File: src/rtl/smm_gate_pkg.sv
package smm_gate_pkg;

  typedef enum logic {
    MODE_NORMAL = 1'b0,
    MODE_SMM    = 1'b1
  } smm_mode_e;

  localparam int unsigned FLAG_N   = 3;
  localparam int unsigned FLAG_IEN = 0;
  localparam int unsigned FLAG_TRP = 1;
  localparam int unsigned FLAG_DBG = 2;

  localparam int unsigned RELOC_BIT  = 17;
  localparam int unsigned IOTRAP_BIT = 16;

endpackage

File: src/rtl/smm_mode_fsm.sv
module smm_mode_fsm
  import smm_gate_pkg::*;
(
  input  logic clk,
  input  logic rst,
  input  logic enter_i,
  input  logic rsm_i,
  output logic active_o,
  output logic enter_o,
  output logic exit_o
);

  smm_mode_e mode_q;

  assign enter_o  = enter_i && (mode_q == MODE_NORMAL);
  assign exit_o   = rsm_i && (mode_q == MODE_SMM);
  assign active_o = (mode_q == MODE_SMM);

  always_ff @(posedge clk) begin
    if (rst) begin
      mode_q <= MODE_NORMAL;
    end else if (enter_o) begin
      mode_q <= MODE_SMM;
    end else if (exit_o) begin
      mode_q <= MODE_NORMAL;
    end
  end

endmodule

File: src/rtl/smm_nmi_latch.sv
module smm_nmi_latch (
  input  logic clk,
  input  logic rst,
  input  logic nmi_i,
  input  logic enter_i,
  input  logic exit_i,
  input  logic iret_i,
  input  logic active_i,
  input  logic take_i,
  output logic ready_o,
  output logic blocked_o
);

  logic nmi_prev_q;
  logic pend_q;
  logic blk_q;
  logic rise;

  assign rise      = nmi_i && !nmi_prev_q;
  assign ready_o   = pend_q && !blk_q;
  assign blocked_o = blk_q;

  always_ff @(posedge clk) begin
    if (rst) begin
      nmi_prev_q <= 1'b0;
      pend_q     <= 1'b0;
      blk_q      <= 1'b0;
    end else begin
      nmi_prev_q <= nmi_i;
      pend_q     <= (pend_q && !take_i) || rise;
      if (enter_i) begin
        blk_q <= 1'b1;
      end else if (exit_i) begin
        blk_q <= 1'b0;
      end else if (iret_i && active_i) begin
        blk_q <= 1'b0;
      end
    end
  end

endmodule

File: src/rtl/smm_flag_regs.sv
module smm_flag_regs
  import smm_gate_pkg::*;
(
  input  logic              clk,
  input  logic              rst,
  input  logic              clear_i,
  input  logic [FLAG_N-1:0] wr_i,
  input  logic [FLAG_N-1:0] val_i,
  output logic [FLAG_N-1:0] flags_o
);

  for (genvar g = 0; g < FLAG_N; g++) begin : g_flag
    logic bit_q;
    always_ff @(posedge clk) begin
      if (rst || clear_i) begin
        bit_q <= 1'b0;
      end else if (wr_i[g]) begin
        bit_q <= val_i[g];
      end
    end
    assign flags_o[g] = bit_q;
  end

endmodule

File: src/rtl/smm_take_arb.sv
module smm_take_arb
  import smm_gate_pkg::*;
(
  input  logic              clk,
  input  logic              rst,
  input  logic              boundary_i,
  input  logic              nmi_ready_i,
  input  logic              intr_i,
  input  logic              dbg_hit_i,
  input  logic              swi_i,
  input  logic [FLAG_N-1:0] flags_i,
  output logic              nmi_fire_o,
  output logic              nmi_take_o,
  output logic              intr_take_o,
  output logic              step_o,
  output logic              dbg_trap_o,
  output logic              swi_o
);

  logic intr_fire;

  assign nmi_fire_o = boundary_i && nmi_ready_i;
  assign intr_fire  = boundary_i && intr_i && flags_i[FLAG_IEN] && !nmi_ready_i;

  always_ff @(posedge clk) begin
    if (rst) begin
      nmi_take_o  <= 1'b0;
      intr_take_o <= 1'b0;
      step_o      <= 1'b0;
      dbg_trap_o  <= 1'b0;
      swi_o       <= 1'b0;
    end else begin
      nmi_take_o  <= nmi_fire_o;
      intr_take_o <= intr_fire;
      step_o      <= boundary_i && flags_i[FLAG_TRP];
      dbg_trap_o  <= dbg_hit_i && flags_i[FLAG_DBG];
      swi_o       <= swi_i;
    end
  end

endmodule

File: src/rtl/smm_irq_gate.sv
module smm_irq_gate
  import smm_gate_pkg::*;
#(
  parameter int unsigned ID_W      = 32,
  parameter int unsigned LEVEL_W   = 16,
  parameter int unsigned REV_LEVEL = 0
) (
  input  logic            clk,
  input  logic            rst,
  input  logic            smm_enter_i,
  input  logic            rsm_i,
  input  logic            iret_i,
  input  logic            nmi_i,
  input  logic            intr_i,
  input  logic            boundary_i,
  input  logic            dbg_hit_i,
  input  logic            swi_req_i,
  input  logic            wr_if_i,
  input  logic            if_val_i,
  input  logic            wr_tf_i,
  input  logic            tf_val_i,
  input  logic            wr_dbg_i,
  input  logic            dbg_val_i,
  output logic            smm_active_o,
  output logic            if_o,
  output logic            tf_o,
  output logic            dbg_en_o,
  output logic            nmi_take_o,
  output logic            intr_take_o,
  output logic            step_trap_o,
  output logic            dbg_trap_o,
  output logic            swi_take_o,
  output logic [ID_W-1:0] rev_id_o
);

  localparam logic [LEVEL_W-1:0] LEVEL_FIELD = LEVEL_W'(REV_LEVEL);
  localparam logic [ID_W-1:0] REV_WORD =
      (ID_W'(1) << RELOC_BIT) | (ID_W'(1) << IOTRAP_BIT) | ID_W'(LEVEL_FIELD);

  logic              enter_act;
  logic              exit_act;
  logic              nmi_ready;
  logic              nmi_blocked;
  logic              nmi_fire;
  logic [FLAG_N-1:0] flag_wr;
  logic [FLAG_N-1:0] flag_val;
  logic [FLAG_N-1:0] flags;

  assign flag_wr  = {wr_dbg_i, wr_tf_i, wr_if_i};
  assign flag_val = {dbg_val_i, tf_val_i, if_val_i};

  smm_mode_fsm u_mode (
    .clk      (clk),
    .rst      (rst),
    .enter_i  (smm_enter_i),
    .rsm_i    (rsm_i),
    .active_o (smm_active_o),
    .enter_o  (enter_act),
    .exit_o   (exit_act)
  );

  smm_nmi_latch u_nmi (
    .clk       (clk),
    .rst       (rst),
    .nmi_i     (nmi_i),
    .enter_i   (enter_act),
    .exit_i    (exit_act),
    .iret_i    (iret_i),
    .active_i  (smm_active_o),
    .take_i    (nmi_fire),
    .ready_o   (nmi_ready),
    .blocked_o (nmi_blocked)
  );

  smm_flag_regs u_flags (
    .clk     (clk),
    .rst     (rst),
    .clear_i (enter_act),
    .wr_i    (flag_wr),
    .val_i   (flag_val),
    .flags_o (flags)
  );

  smm_take_arb u_arb (
    .clk         (clk),
    .rst         (rst),
    .boundary_i  (boundary_i),
    .nmi_ready_i (nmi_ready),
    .intr_i      (intr_i),
    .dbg_hit_i   (dbg_hit_i),
    .swi_i       (swi_req_i),
    .flags_i     (flags),
    .nmi_fire_o  (nmi_fire),
    .nmi_take_o  (nmi_take_o),
    .intr_take_o (intr_take_o),
    .step_o      (step_trap_o),
    .dbg_trap_o  (dbg_trap_o),
    .swi_o       (swi_take_o)
  );

  assign if_o     = flags[FLAG_IEN];
  assign tf_o     = flags[FLAG_TRP];
  assign dbg_en_o = flags[FLAG_DBG];
  assign rev_id_o = REV_WORD;

endmodule

File: config.mk
export PLATFORM = sky130hd
export DESIGN_NAME = smm_irq_gate
export DESIGN_NICKNAME = d
export VERILOG_FILES = /design/src/rtl/smm_gate_pkg.sv /design/src/rtl/smm_mode_fsm.sv /design/src/rtl/smm_nmi_latch.sv /design/src/rtl/smm_flag_regs.sv /design/src/rtl/smm_take_arb.sv /design/src/rtl/smm_irq_gate.sv
export SDC_FILE = /design/constraint.sdc
export NUM_CORES = 1
export LEC_CHECK = 0
export CAP_MARGIN = 20
export CORE_UTILIZATION = 40
export DETAILED_ROUTE_END_ITERATION = 16
export DONT_BUFFER_PORTS = 1
export PLACE_DENSITY_LB_ADDON = 0.05
export SLEW_MARGIN = 20
export SYNTH_ARGS = -nofsm -noshare
export SYNTH_HDL_FRONTEND = slang
export SYNTH_SLANG_ARGS = --single-unit
File: constraint.sdc
create_clock -name clk -period 1.1 [get_ports clk]
set_input_delay 0.22 -clock clk [delete_from_list [all_inputs] [get_ports clk]]
set_output_delay 0.22 -clock clk [all_outputs]
set_load 0.02 [all_outputs]
After elaboration in Yosys (flattened, before gate mapping)
Cells that the tools add are included.
{"block": "classes", "add_sub_neg": 0, "mul": 0, "div_mod_pow": 0, "n_lt_le_gt_ge": 0, "n_eq_ne": 0, "n_shift": 0, "n_mux": 5, "bitwise": 1, "reduce_logical": 20}
{"cell": "logical AND 1 bit", "n": 12}
{"cell": "two-way mux 1 bit", "n": 5}
{"cell": "logical NOT 1 bit", "n": 4}
{"cell": "nonzero test 3 bit", "n": 1}
{"cell": "logical OR 1 bit", "n": 2}
{"cell": "nonzero test 2 bit", "n": 1}
{"cell": "NOT 1 bit", "n": 1}
{"block": "word_totals", "reg_bits": 12, "latchBits": 0, "ram_bits": 0, "romBits": 0, "inputBits": 16, "wordCells": 38, "mem_count": 0}

Depth between registers and ports, before layout
{"block": "logic_depth", "depth_word": 6, "depth_mapped": 3, "depth_no_buf": 2}

Cells and area by module
From an unflattened synthesis, not the netlist that was laid out.
{"block": "unflattened", "cells_unflattened": 76, "hier_area_um2": 700.7}
{"module": "smm_irq_gate", "instances": 1, "cells_per_inst": 34, "area_each_um2": 247.7, "seq_area_each_um2": 0.0}
{"module": "smm_take_arb", "instances": 1, "cells_per_inst": 13, "area_each_um2": 155.1, "seq_area_each_um2": 100.1}
{"module": "smm_flag_regs", "instances": 1, "cells_per_inst": 12, "area_each_um2": 127.6, "seq_area_each_um2": 60.1}
{"module": "smm_nmi_latch", "instances": 1, "cells_per_inst": 12, "area_each_um2": 121.4, "seq_area_each_um2": 60.1}
{"module": "smm_mode_fsm", "instances": 1, "cells_per_inst": 5, "area_each_um2": 48.8, "seq_area_each_um2": 20.0}

Worst setup path after synthesis
OpenSTA, ideal clock, no wires.
{"block": "synth_timing", "kind": "register to register", "startpoint": "reg, netlist name u_nmi.blocked_o", "endpoint": "reg u_nmi.blk_q (netlist: u_nmi.blocked_o)", "setup_time_ps": 70, "t_arrival_ps": 763, "slack_ps": 267, "path_stages_with_launch": 3, "path_cell_list": "dfxtp_1 > or3b_1 > a21oi_1"}
{"element": "to (signal assigned)", "line_no": "smm_nmi_latch.sv:27", "source": "blk_q <= 1'b0;"}
{"element": "to (signal assigned)", "line_no": "smm_nmi_latch.sv:32", "source": "blk_q <= 1'b1;"}
{"element": "to (signal assigned)", "line_no": "smm_nmi_latch.sv:34", "source": "blk_q <= 1'b0;"}
{"element": "to (decl)", "line_no": "smm_nmi_latch.sv:16", "source": "logic blk_q;"}

Worst setup path after layout
{"block": "layout_timing", "startpoint": "reg u_mode.mode_q (netlist: u_mode.active_o)", "endpoint": "out smm_active_o"}
{"element": "from (decl)", "line_no": "smm_mode_fsm.sv:13", "source": "smm_mode_e mode_q;"}
{"element": "from (signal assigned)", "line_no": "smm_mode_fsm.sv:21", "source": "mode_q <= MODE_NORMAL;"}
{"element": "from (signal assigned)", "line_no": "smm_mode_fsm.sv:23", "source": "mode_q <= MODE_SMM;"}
{"element": "from (signal assigned)", "line_no": "smm_mode_fsm.sv:25", "source": "mode_q <= MODE_NORMAL;"}
{"element": "to (decl)", "line_no": "smm_irq_gate.sv:24", "source": "output logic smm_active_o,"}
No word-level cell between the ends.

==> summary.md <==
| Metric | Value |
|---|---|
| Outcome | complete, no violations |
| Initial antenna violation count | 0 |
| Fin Clk Skew | 0.001768 ns |
| Remaining Overflow, GRT | 0 |
| Initial Util | 42.94% |
| Kind of critical path | flop to primary output |
| TNS Setup | 0 ns |
| Crit-path max cell delay | 0.40 ns |
| Die area | 1802 um^2 |
| Routed len/inst | 9.398 um |
| GPL Wtd Cong | 0.6858 |
| Clk slew on worst S/H paths | 0.07 ns |
| Number of fill cells | 166 |
| Leading post-synthesis cells by cell area | dfxtp_1 (37%), buf_4 (37%), mux2i_1 (4.6%) |
| # clock sinks | 12 |
| Area Overhead vs Synth | -12.62% |
| Clk Tree Root Cell | clkbuf_4 |
| Avg Inst Size Synth | 9.217 um^2 |
| R2r worst-path depth | 2 |
| CTS tree | yes |
| Setup Viol. Count Final | 0 |
| Hold path startpoint | rst |
| Worst path slowest cell | dfxtp_1 |
| Total leakage power | 0.2918 nW |
| Layout cells sized above 1 | 6.944% |
| Crit share post-route | 95.61% |
| Fin nets | 90 |
| Delay-heaviest family, CP | flip-flops |
| Drt first pass iters | 4 |
| Vias per Instance | 4.159 |
| Hold crit path type | input port to flop |
| Power per cell area | 1526 nW/um^2 |
| Global-route wire length before repair | 1235 um |
| Resize count post-CTS | 0 |
| Core area | 1524 um^2 |
| Dpl hpwl | 650.1 um |
| Die Y | 42.45 um |
| CP max FO | 5 |
| Crit path buffers/inverters | 1 |
| Cell variety after synth | 18 |
| Port Buffers | 0 |
| CP arrival | 0.83 ns |
| Yosys warning count | 0 |
| Crit path depth | 1 |
| Cell Count, Final, Fillers Out | 88 |
| 1st-iter DRT viols | 7 |
| Post-Route Utilization | 37.52% |
| Post-synthesis sequential area ratio | 36.71% |
| Most common cell after layout, fill and taps aside | conb_1 |
| Synth top area share | 36.71% |
| Most area-hungry cell type in the Yosys netlist | dfxtp_1 |
| Largest net degree at the start of global routing | 10 |
| GRT Overall Usage | 9.325% |
| Antenna-violating nets left | 0 |
| Crit-path cells | buf_4 |
| Vias in the first global route | 276 |
| Reg2reg start | u_nmi.blocked_o |
| Cell Rows | 14 |
| Worst Path Required | 0.88 ns |
| Fin. Hold Viols | 0 |
| Worst Hold Depth | 1 |
| Synthesized cell area | 654.4 um^2 |
| Total Wirelength | 827 um |
| Clock latency on the worst-skew pair | 0.26 ns |
| Residual DRC | 0 |
| IO Count | 57 |
| Fin crit period | 1.052 ns |
| Cells after synthesis | 71 |
| Register Area | 240.2 um^2 |
| Setup crit end kind | primary output |
| Multi-input gate area | 270.3 um^2 |
| Hold-fix buffers, CTS | 0 |
| Worst Setup SP | u_mode.active_o |
| Commonest non-fill, non-tap cells in the layout | conb_1 (32), dfxtp_1 (12) |
| DR vias | 366 |
| Setup WS post-layout | 0.04829 ns |
| Max Slew Vio Count | 0 |
| Antenna Cells | 0 |
| Number of synthesized register bits | 12 |
| Place WS | 0.1993 ns |
| Postcts setup bufs | 0 |
| Fmax | 950.8 MHz |
| RSZ-0062 raised after global routing | false |
| VDD IR max | 370.5 uV |
| Die width | 42.45 um |
| H-tree levels | 1 |
| Total CTS buffers | 3 |
| Max-cap violations | 0 |
| Placed cell count | 85 |
| Clk buf depth | 2 |
| Crit start category | flop |
==> cell usage after synthesis, drive strengths merged <==
cell    number
mux2i        3
nor2b        3
nor3         3
a21oi        2
inv          3
nor2         1
buf         33
a32o         1
dfxtp       12
and3         2
nand2b       1
o21bai       1
and4         1
nand4b       1
or3b         1
a211oi       1
conb         2
==> worst register-to-register path: stages (launching register included) <==
cell and delay (ns):
dfxtp_1 0.37, or3b_1 0.35, a21oi_1 0.13
==> layer usage <==
metal / up-vias / global-route usage [%] / routed length, um / share of wire, %
met5: - / 0 / 0 / 0
met4: 0 / 7.500 / 8 / 0.97
met3: 2 / 4.310 / 112 / 14
met2: 30 / 12.00 / 400 / 48
met1: 166 / 11.61 / 306 / 37
li1: 168 / - / - / -
==> power breakdown <==
group / total (W) / internal, W / switching (W)
clock: 0.000247 / 0.000126 / 0.000121
combinational: 0.000143 / 0.0000268 / 0.000116
sequential: 0.000482 / 0.000456 / 0.0000267
==> final timing paths <==
path	to	slack (ns)
worst max register to register	u_nmi.blocked_o	0.19
worst max-delay path	smm_active_o	0.05
worst min register to register	u_arb.intr_take_o	0.46
worst min-delay path	u_arb.swi_o	0.03
==> cell type report <==
type | instances | area share [%]
multi-input combinational | 53 | 47.26
sequential | 12 | 42.01
clock buffer | 3 | 3.939
tap | 16 | 3.501
inverter | 3 | 1.969
timing repair buffer | 1 | 1.313
==> per-stage QoR <==
step / hold slack [ns] / power, W / cell area, um^2
finish: 0.02529 / 0.0008726 / 571.8
global route: 0.01319 / 0.0009190 / 571.8
detailed placement: 0.2954 / 0.0006337 / 549.3
CTS: 0.01656 / 0.0008823 / 571.8
global placement: 0.2908 / 0.0006334 / 549.3
floorplan: 0.3201 / 0.0007121 / 767.0
==> flip-flops by register name (all words and copies together), names as in the netlist <==
signal / count
u_arb.step_o: 1
u_mode.active_o: 1
u_arb.dbg_trap_o: 1
u_arb.nmi_take_o: 1
u_nmi.nmi_prev_q: 1
u_arb.intr_take_o: 1
u_nmi.blocked_o: 1
u_arb.swi_o: 1
u_nmi.pend_q: 1
u_flags.g_flag.bit_q: 3
==> cells by family after synthesis <==
family	share of synthesized area, %
buf+inv	39.20
flops	36.71
simple gates	13.00
mux	4.589
compound gates	5.355
other cells	1.148
Power figures use the tool's default switching activity.
